## config.mk

```make
export PLATFORM = sky130hd
export DESIGN_NAME = multi_timer
export DESIGN_NICKNAME = d
export VERILOG_FILES = /design/src/rtl/tmr_pkg.sv /design/src/rtl/tmr_prescaler.sv /design/src/rtl/tmr_edge_sync.sv /design/src/rtl/tmr_slice.sv /design/src/rtl/multi_timer.sv
export SDC_FILE = /design/constraint.sdc
export NUM_CORES = 1
export LEC_CHECK = 0
export BUFFER_PORTS_ARGS = -buffer_cell sky130_fd_sc_hd__buf_2
export CAP_MARGIN = 10
export CORE_MARGIN = 3
export CORE_UTILIZATION = 57
export DETAILED_ROUTE_END_ITERATION = 6
export GPL_TIMING_DRIVEN = 1
export PLACE_DENSITY = 0.87
export SLEW_MARGIN = 20
export SYNTH_ARGS = -nofsm -noshare
export SYNTH_HDL_FRONTEND = slang
export SYNTH_HIERARCHICAL = 1
export SYNTH_SLANG_ARGS = --single-unit
```

## constraint.sdc

```tcl
create_clock -name clk -period 15.6 [get_ports clk]
set_input_delay 3.12 -clock clk [delete_from_list [all_inputs] [get_ports clk]]
set_output_delay 3.12 -clock clk [all_outputs]
set_load 0.01 [all_outputs]
```

## src/rtl/tmr_pkg.sv

```systemverilog
package tmr_pkg;
  typedef enum logic [1:0] {
    MODE_SPLIT = 2'd0,
    MODE_WIDE  = 2'd1,
    MODE_CAPT  = 2'd2,
    MODE_RSVD  = 2'd3
  } tmr_mode_e;

  localparam logic [2:0] REG_CTRL = 3'd0;
  localparam logic [2:0] REG_PER  = 3'd1;
  localparam logic [2:0] REG_DUTY = 3'd2;
  localparam logic [2:0] REG_CAP0 = 3'd3;
  localparam logic [2:0] REG_CAP1 = 3'd4;
  localparam logic [2:0] REG_FLAG = 3'd5;
endpackage

```

## src/rtl/tmr_prescaler.sv

```systemverilog
module tmr_prescaler #(
  parameter int PS_W = 8
) (
  input  logic            clk,
  input  logic            rst_n,
  input  logic            clear,
  input  logic [PS_W-1:0] div,
  output logic            tick
);
  logic [PS_W-1:0] cnt_q, cnt_d;

  always_comb begin
    tick = !clear && (cnt_q >= div);
    if (clear || tick) cnt_d = '0;
    else               cnt_d = cnt_q + 1'b1;
  end

  always_ff @(posedge clk or negedge rst_n) begin
    if (!rst_n) cnt_q <= '0;
    else        cnt_q <= cnt_d;
  end

  // with a nonzero setting, two ticks never come back to back
  p_tick_gap_r4: assert property (@(posedge clk) disable iff (!rst_n)
    (tick && div != '0) |=> (!tick || div == '0));
endmodule

```

## src/rtl/tmr_edge_sync.sv

```systemverilog
module tmr_edge_sync (
  input  logic clk,
  input  logic rst_n,
  input  logic din,
  output logic rise
);
  logic [2:0] sh_q, sh_d;

  always_comb begin
    sh_d = {sh_q[1:0], din};
    rise = sh_q[1] & ~sh_q[2];
  end

  always_ff @(posedge clk or negedge rst_n) begin
    if (!rst_n) sh_q <= '0;
    else        sh_q <= sh_d;
  end

  // one pin transition yields a single-cycle event
  p_rise_single_r6: assert property (@(posedge clk) disable iff (!rst_n)
    rise |=> !rise);
endmodule

```

## src/rtl/tmr_slice.sv

```systemverilog
module tmr_slice
  import tmr_pkg::*;
#(
  parameter int CNT_W = 16,
  parameter int PS_W  = 8
) (
  input  logic                  clk,
  input  logic                  rst_n,
  input  logic                  en,
  input  tmr_mode_e             mode,
  input  logic                  restart,
  input  logic [PS_W-1:0]       ps,
  input  logic [CNT_W-1:0]      per_sh,
  input  logic [CNT_W-1:0]      duty_sh,
  input  logic [1:0]            cap_pin,
  input  logic [1:0]            flag_clr,
  output logic [1:0]            pwm,
  output logic [1:0][CNT_W-1:0] cap_val,
  output logic [1:0]            flags
);
  localparam int HALF = CNT_W / 2;

  logic                  kill, tick, cap_ok;
  logic [1:0]            rise, set_f;
  logic [CNT_W-1:0]      cnt_q, cnt_d, per_q, per_d, duty_q, duty_d;
  logic [1:0][CNT_W-1:0] cap_q, cap_d;
  logic [1:0]            flg_q, flg_d;

  assign kill   = !en || restart;
  assign cap_ok = !kill && (mode == MODE_CAPT);

  tmr_prescaler #(.PS_W(PS_W)) u_pre (
    .clk(clk), .rst_n(rst_n), .clear(kill), .div(ps), .tick(tick)
  );

  for (genvar c = 0; c < 2; c++) begin : g_cap
    tmr_edge_sync u_sync (.clk(clk), .rst_n(rst_n), .din(cap_pin[c]), .rise(rise[c]));
  end

  always_comb begin
    cnt_d  = cnt_q;
    per_d  = per_q;
    duty_d = duty_q;
    if (kill) begin
      cnt_d  = '0;
      per_d  = per_sh;
      duty_d = duty_sh;
    end else if (tick) begin
      unique case (mode)
        MODE_SPLIT: begin
          for (int h = 0; h < 2; h++) begin
            if (cnt_q[h*HALF +: HALF] == per_q[h*HALF +: HALF]) begin
              cnt_d[h*HALF +: HALF]  = '0;
              per_d[h*HALF +: HALF]  = per_sh[h*HALF +: HALF];
              duty_d[h*HALF +: HALF] = duty_sh[h*HALF +: HALF];
            end else begin
              cnt_d[h*HALF +: HALF] = cnt_q[h*HALF +: HALF] + 1'b1;
            end
          end
        end
        MODE_WIDE: begin
          if (cnt_q == per_q) begin
            cnt_d  = '0;
            per_d  = per_sh;
            duty_d = duty_sh;
          end else begin
            cnt_d = cnt_q + 1'b1;
          end
        end
        MODE_CAPT: cnt_d = cnt_q + 1'b1;
        default:   cnt_d = cnt_q;
      endcase
    end
  end

  always_comb begin
    set_f = cap_ok ? rise : 2'b00;
    cap_d = cap_q;
    for (int c = 0; c < 2; c++) begin
      if (set_f[c]) cap_d[c] = cnt_q;
    end
    flg_d = (flg_q & ~flag_clr) | set_f;
  end

  always_comb begin
    pwm = 2'b00;
    if (en) begin
      unique case (mode)
        MODE_SPLIT: begin
          for (int h = 0; h < 2; h++) begin
            pwm[h] = cnt_q[h*HALF +: HALF] < duty_q[h*HALF +: HALF];
          end
        end
        MODE_WIDE: pwm[0] = cnt_q < duty_q;
        default:   pwm = 2'b00;
      endcase
    end
  end

  always_ff @(posedge clk or negedge rst_n) begin
    if (!rst_n) begin
      cnt_q  <= '0;
      per_q  <= '0;
      duty_q <= '0;
      cap_q  <= '0;
      flg_q  <= '0;
    end else begin
      cnt_q  <= cnt_d;
      per_q  <= per_d;
      duty_q <= duty_d;
      cap_q  <= cap_d;
      flg_q  <= flg_d;
    end
  end

  assign cap_val = cap_q;
  assign flags   = flg_q;

  // each half stays inside its active period
  p_half_bound_r2: assert property (@(posedge clk) disable iff (!rst_n)
    (en && mode == MODE_SPLIT) |->
      (cnt_q[HALF-1:0] <= per_q[HALF-1:0]) && (cnt_q[CNT_W-1:HALF] <= per_q[CNT_W-1:HALF]));
  // the joined counter stays inside its active period
  p_wide_bound_r3: assert property (@(posedge clk) disable iff (!rst_n)
    (en && mode == MODE_WIDE) |-> (cnt_q <= per_q));
  // a disable or restart leaves the counter at zero
  p_kill_clear_r9: assert property (@(posedge clk) disable iff (!rst_n)
    kill |=> (cnt_q == '0));
  // a capture event stores the counter of the same cycle
  p_cap_latch_r6: assert property (@(posedge clk) disable iff (!rst_n)
    (cap_ok && rise[0]) |=> (cap_q[0] == $past(cnt_q)));
  // a flag is kept until it is written with 1
  p_flag_hold_r7: assert property (@(posedge clk) disable iff (!rst_n)
    (flg_q[1] && !flag_clr[1]) |=> flg_q[1]);
endmodule

```

## src/rtl/multi_timer.sv

```systemverilog
module multi_timer
  import tmr_pkg::*;
#(
  parameter int N_SUB = 4,
  parameter int CNT_W = 16,
  parameter int PS_W  = 8
) (
  input  logic                       clk,
  input  logic                       rst_n,
  input  logic                       wr_en,
  input  logic [$clog2(N_SUB)+2:0]   addr,
  input  logic [CNT_W-1:0]           wdata,
  output logic [CNT_W-1:0]           rdata,
  input  logic [2*N_SUB-1:0]         cap_in,
  output logic [2*N_SUB-1:0]         pwm_out,
  output logic [2*N_SUB-1:0]         cap_irq
);
  localparam int SUB_W  = $clog2(N_SUB);
  localparam int IDX_W  = 3;
  localparam int PS_LSB = 8;
  localparam int PAD_W  = PS_LSB - 3;

  logic [1:0]       rs_q;
  logic             rst_core_n;
  logic [SUB_W-1:0] sub_sel;
  logic [IDX_W-1:0] idx;
  logic [CNT_W-1:0] rd_sub [N_SUB];

  always_ff @(posedge clk or negedge rst_n) begin
    if (!rst_n) rs_q <= 2'b00;
    else        rs_q <= {rs_q[0], 1'b1};
  end
  assign rst_core_n = rs_q[1];

  assign sub_sel = addr[IDX_W +: SUB_W];
  assign idx     = addr[IDX_W-1:0];

  for (genvar g = 0; g < N_SUB; g++) begin : g_sub
    logic                  hit, restart;
    logic                  en_q, en_d;
    tmr_mode_e             mode_q, mode_d;
    logic [PS_W-1:0]       ps_q, ps_d;
    logic [CNT_W-1:0]      per_q, per_d, duty_q, duty_d;
    logic [1:0]            clr;
    logic [1:0][CNT_W-1:0] cap_val;
    logic [1:0]            flags;

    assign hit     = wr_en && (sub_sel == SUB_W'(g));
    assign restart = hit && (idx == REG_CTRL) && (wdata[2:1] != mode_q);
    assign clr     = (hit && idx == REG_FLAG) ? wdata[1:0] : 2'b00;

    always_comb begin
      en_d   = en_q;
      mode_d = mode_q;
      ps_d   = ps_q;
      per_d  = per_q;
      duty_d = duty_q;
      if (hit && idx == REG_CTRL) begin
        en_d   = wdata[0];
        mode_d = tmr_mode_e'(wdata[2:1]);
        ps_d   = wdata[PS_LSB +: PS_W];
      end
      if (hit && idx == REG_PER)  per_d  = wdata;
      if (hit && idx == REG_DUTY) duty_d = wdata;
    end

    always_ff @(posedge clk or negedge rst_core_n) begin
      if (!rst_core_n) begin
        en_q   <= 1'b0;
        mode_q <= MODE_SPLIT;
        ps_q   <= '0;
        per_q  <= '0;
        duty_q <= '0;
      end else begin
        en_q   <= en_d;
        mode_q <= mode_d;
        ps_q   <= ps_d;
        per_q  <= per_d;
        duty_q <= duty_d;
      end
    end

    tmr_slice #(.CNT_W(CNT_W), .PS_W(PS_W)) u_slice (
      .clk(clk), .rst_n(rst_core_n), .en(en_q), .mode(mode_q), .restart(restart),
      .ps(ps_q), .per_sh(per_q), .duty_sh(duty_q), .cap_pin(cap_in[2*g +: 2]),
      .flag_clr(clr), .pwm(pwm_out[2*g +: 2]), .cap_val(cap_val), .flags(flags)
    );

    assign cap_irq[2*g +: 2] = flags;

    always_comb begin
      unique case (idx)
        REG_CTRL: rd_sub[g] = CNT_W'({ps_q, {PAD_W{1'b0}}, mode_q, en_q});
        REG_PER:  rd_sub[g] = per_q;
        REG_DUTY: rd_sub[g] = duty_q;
        REG_CAP0: rd_sub[g] = cap_val[0];
        REG_CAP1: rd_sub[g] = cap_val[1];
        REG_FLAG: rd_sub[g] = CNT_W'(flags);
        default:  rd_sub[g] = '0;
      endcase
    end

    // once enable is clear both outputs of the subsystem are low
    p_off_quiet_r9: assert property (@(posedge clk) disable iff (!rst_core_n)
      !en_q |-> (pwm_out[2*g +: 2] == 2'b00));
  end

  assign rdata = rd_sub[sub_sel];
endmodule

```

# --- Word level (Yosys, flattened, before mapping) ---
# Index checks and enable logic that the tools add are counted.
totals:
  regBits: 558
  latchBits: 0
  ramBits: 0
  mem_bits_ro: 0
  in_bits: 32
  output_inout_bits: 32
  n_memories: 0
op_classes:
  n_addsub: 16
  n_mul: 0
  div: 0
  n_lt_le_gt_ge: 17
  n_eq_ne: 44
  shifts: 0
  n_mux: 103
  bitwise: 29
  n_reduce_logical: 78
op_table:
  columns: ["op", "count"]
  rows:
  - ["two-way mux 16 bit", 38]
  - ["case mux 16 bit (6 select lines)", 4]
  - ["case mux 16 bit (2 select lines)", 8]
  - ["two-way mux 8 bit", 28]
  - ["case mux 16 bit (3 select lines)", 4]
  - ["adder 8 x 1 -> 8 bit (second input constant)", 12]
  - ["adder 16 x 1 -> 16 bit (second input constant)", 4]
  - ["equality test 16 bit", 4]
  - ["equality test 8 bit", 8]
  - ["< comparator 16 bit", 4]
  - ["< comparator 8 bit", 8]
  - ["inequality test 3 x 1 -> 1 bit (second input constant)", 12]
  - ["binary-select mux 16 bit (select 2 bit)", 1]
  - [">= comparator 8 bit", 4]
  - ["logical AND 1 bit", 32]
  - ["AND reduction 4 bit", 8]
  - ["two-way mux 2 bit", 12]
  - ["nonzero test 4 bit", 4]
  - ["equality test 2 bit (second input constant)", 6]
  - ["nonzero test 3 bit", 4]
  - ["equality test 2 x 1 -> 1 bit (second input constant)", 5]
  - ["logical NOT 2 bit", 5]
  - ["bitwise AND 1 bit", 8]
  - ["bitwise AND 2 bit", 4]
  - ["16 further kinds", 60]

# --- Logic depth before layout (Yosys ltp) ---
logic_depth:
  ltp_word: 9
  ltp_mapped: 18
  ltp_nobuf: 12

# --- By module ---
# The synthesis kept the hierarchy.
modules_own_cells:
  columns: ["module", "instances", "cells_per_inst", "area_per_inst_um2"]
  rows:
  - ["tmr_slice at g_sub[0].u_slice ...", 3, 371, 4140.2]
  - ["multi_timer", 1, 820, 9735.6]
  - ["tmr_slice at g_sub[3].u_slice", 1, 357, 4279.1]
  - ["tmr_prescaler at g_sub[1].u_slice.u_pre ...", 3, 58, 625.6]
  - ["tmr_edge_sync", 8, 4, 88.8]
  - ["tmr_prescaler at g_sub[0].u_slice.u_pre", 1, 58, 613.1]

# --- Worst setup path after synthesis ---
# Ideal clock, no wire load.
synth_path:
  kind: "input to output"
  from: "in addr[0]"
  to: "out rdata[5]"
  arrival_ps: 4388
  required_time_ps: 12480
  slack_ps: 8092
  cell_stages: 7
  path_buffers: 2
  cell_sequence: "buf_6 buf_2 mux2i_1 nor2_1 a21oi_1 o21ai_0 mux4_2"
synth_between:
  elab_chain_cells: 5
  elab_cells_between_ends: 13
synth_lines:
  columns: ["element", "line", "text"]
  rows:
  - ["from (decl)", "multi_timer.sv:11", "input logic [$clog2(N_SUB)+2:0] addr,"]
  - ["equality test 3 bit (tied with other cells)", "multi_timer.sv:92", "unique case (idx)"]
  - ["case mux 16 bit (6 select lines)", "multi_timer.sv:92", null]
  - ["binary-select mux 16 bit (select 2 bit) (*)", "multi_timer.sv:108", "assign rdata = rd_sub[sub_sel];"]
  - ["two-way mux 16 bit (not written as such) (*) (2 in a row)", "multi_timer.sv:108", null]
  - ["to (decl)", "multi_timer.sv:13", "output logic [CNT_W-1:0] rdata,"]
# Mark *: on every way between the ends. The rest lies on a longest branch, timed or not. The select of a mux whose other input is x is not followed.

# --- Worst setup path after layout ---
layout_path:
  from: "in addr[1]"
  to: "out rdata[12]"
# The elaborated chain is that of the path after synthesis.

==> out/qor.yml <==
p_per_area_nw_per_um2: 131
outcome: "finished, final reports clean"
cts.clk_slew.worst_paths_ns: 0.06
finalNetCount: 2693
layout_commonest_cell: "dfrtp_1"
reg2reg_depth: 8
stdcell_count: 3259
dp_hpwl_um: 56300
start_kind: "input pin"
period_share_pct: 62.3
power.total_uw: 4210
cts_sinks: 558
netlist_area_um2: 29600
synth_top_family_by_area: "multiplexers"
clk_latency_ns: 0.62
final.setup.tns_ns: 0
start_util_pct: 58.4
cp_common_cell: "buf_2"
clock_path_buffers: 3
postRouteAntennaNets: 0
avgRoutedWirePerCell_um: 24.6
numCtsBuffers: 57
ys_seq_area_share_pct: 47.1
postLayoutCoreUtil_pct: 63.1
worst_slack_ns: 5.88
slew_headroom_pct: 25.3
synth-seq-cells: 558
mostFrequentLayoutCells: "dfrtp_1 (557), mux2_2 (353), nand2_1 (149), inv_1 (143), ha_1 (120)"
vdd_drop_max_uv: 102
finalWirelength_um: 80300
cts_tree: "done"
rsz0062_at_grt: "no"
synthArstFlopShare_pct: 100
crit_arrival_ns: 6.60
coreArea_um2: 50800
syn_to_final_growth_pct: 8.16
crit_path_cell_trace: "buf_2, buf_4, clkinv_1, o21ai_0, a21oi_1, o32ai_1, buf_2"
worst_pin_slew_ns: 1.12
synth_edf_count: 0
routabilityCongestion: 0.967
fin_crit_ns: 9.72
post_cts_buffers: 0
drc: 0
die-area_um2: 54800
layout-drive-gt1-share_pct: 25.7
synth-compound-area-share_pct: 10.4
setup_viol: 0
crit_path_end_kind: "output port"
grt_pass1_wl_um: 124000
crit_type: "input pin to output port"
grt_overflow: 0
synth_simple_gate_area_share_pct: 10.4
antenna_found_initial: 2
synthMuxAreaShare_pct: 19.3
synth_fa_ha_area_share_pct: 5.07
cp_slowest_cell: "clkinv_1"
grt_pass1_vias: 21500
syn_inst: 2554
cts.hold.buffers_added: 0
r2r_setup_slack_ns: 11.82
yosysUniqueCellTypes: 92
synth_fp_nets: 2706
htreeDepth: 2
cts_root_buf: "clkbuf_16"
ios: 64
maxCapViolations: 0
drt-initial-drc-count: 2161
max_freq_ghz: 0.103
fp.dieW_um: 234
dp.cells: 3152
report.final.hold_viol_count: 0
grt_usage_pct: 29.4
numPortBuffers: 63
grt_max_degree: 194
avgSynthCellArea_um2: 11.6
p_leak_uw: 0.0149
dr_total_vias: 21100
r2r_start: "g_sub[3].mode_q[1]$_DFFE_PN0P_"
worstPathRequired_ns: 12.48
min-delay-path-class: "flop to async pin"
critPathLaunch: "addr[1]"
yosys_warnings: 6
slowest_delay_ns: 1.09
die_y_um: 234
synth_xor_area_share_pct: 2.87
place_ws_ns: 6.11
path_max_fanout: 60
dr.pass1.iters: 5
rows: 82
drv_slew: 0
skew_ns: 0.0206
via_per_inst: 6.48
cts-resized-gates: 0
ys.flop_type: "dfrtp_1"
## critical path: cells and delay by family
| family | cells | cell delay, ns |
|---|---|---|
| buf+inv | 4 | 2.20 |
| compound gates | 3 | 1.26 |
## power by group
part           switching, uW  internal, uW
Sequential               213          1650
Combinational            503           408
Clock                    591           840
## cell usage after synthesis, types with 32 or more instances
cell type | number | area share [%]
xor2_1 | 33 | 0.98
inv_1 | 143 | 1.8
a21oi_1 | 76 | 1.3
mux2_2 | 353 | 13
a21o_1 | 43 | 1.1
nor2_1 | 75 | 0.95
mux2_1 | 33 | 1.3
nand3_1 | 55 | 0.93
nor3_1 | 32 | 0.54
mux2i_1 | 79 | 2.7
dfrtp_1 | 558 | 47
ha_1 | 120 | 5.1
xnor2_1 | 64 | 1.9
o21ai_0 | 115 | 1.9
buf_2 | 53 | 0.90
nand2_1 | 149 | 1.9
clkbuf_1 | 37 | 0.47
## routing by layer
metal  wire [um]  global-route usage [%]
met1       31300                    38.6
met2       37200                    46.5
met3        7750                    7.06
met4        4060                    13.4
met5           0                       0
## path summary, 6_finish.rpt
kind	to
min in group clk	rs_q[1]$_DFF_PN0_
min	g_sub[2].u_slice/cnt_q[5]$_DFFE_PN0P_
max reg2reg	g_sub[3].u_slice/duty_q[7]$_DFFE_PN0P_
min reg2reg	g_sub[2].u_slice/cnt_q[5]$_DFFE_PN0P_
max	rdata[12]
max in group asynchronous	g_sub[0].u_slice/u_pre/cnt_q[7]$_DFF_PN0_
## registers in the layout (all words and copies together) (netlist names), 4 cells and up
register	cells
g_sub.en_q	4
g_sub.duty_q	64
g_sub.u_slice/per_q	64
g_sub.mode_q	8
g_sub.u_slice/g_cap.u_sync/sh_q	24
g_sub.ps_q	32
g_sub.u_slice/flags	8
g_sub.u_slice/u_pre/cnt_q	32
g_sub.per_q	64
g_sub.u_slice/duty_q	64
g_sub.u_slice/cnt_q	64
g_sub.u_slice/cap_val	128
## kinds of logic (layout without fill, tap and decap cells)
kind of cell    Yosys count  count (layout)
flops                   558             558
xor+xnor                 97              97
mux                     498             498
simple gates            537             537
compound gates          447             447
buf+inv                 296             328
fa+ha+maj               120             120
other cells               1               2
## cell type report
class / count / area, um^2
clock inverters: 26 / 339
multi-input cells: 1700 / 14200
repair buffers: 76 / 484
flip-flops and latches: 558 / 14000
fillers: 3670 / 18700
diodes: 1 / 2.50
inverters: 148 / 556
well taps: 672 / 841
clock buffers: 78 / 1620
## stage by stage
step,instance area [um^2],hold slack (ns)
after CTS,32000,0.349
after floorplan,29600,0.331
after detailed placement,30000,0.335
after global routing,32100,0.354
after global placement,30000,0.332
final,32100,0.346
No activity file was read; power rests on OpenSTA's default activity.
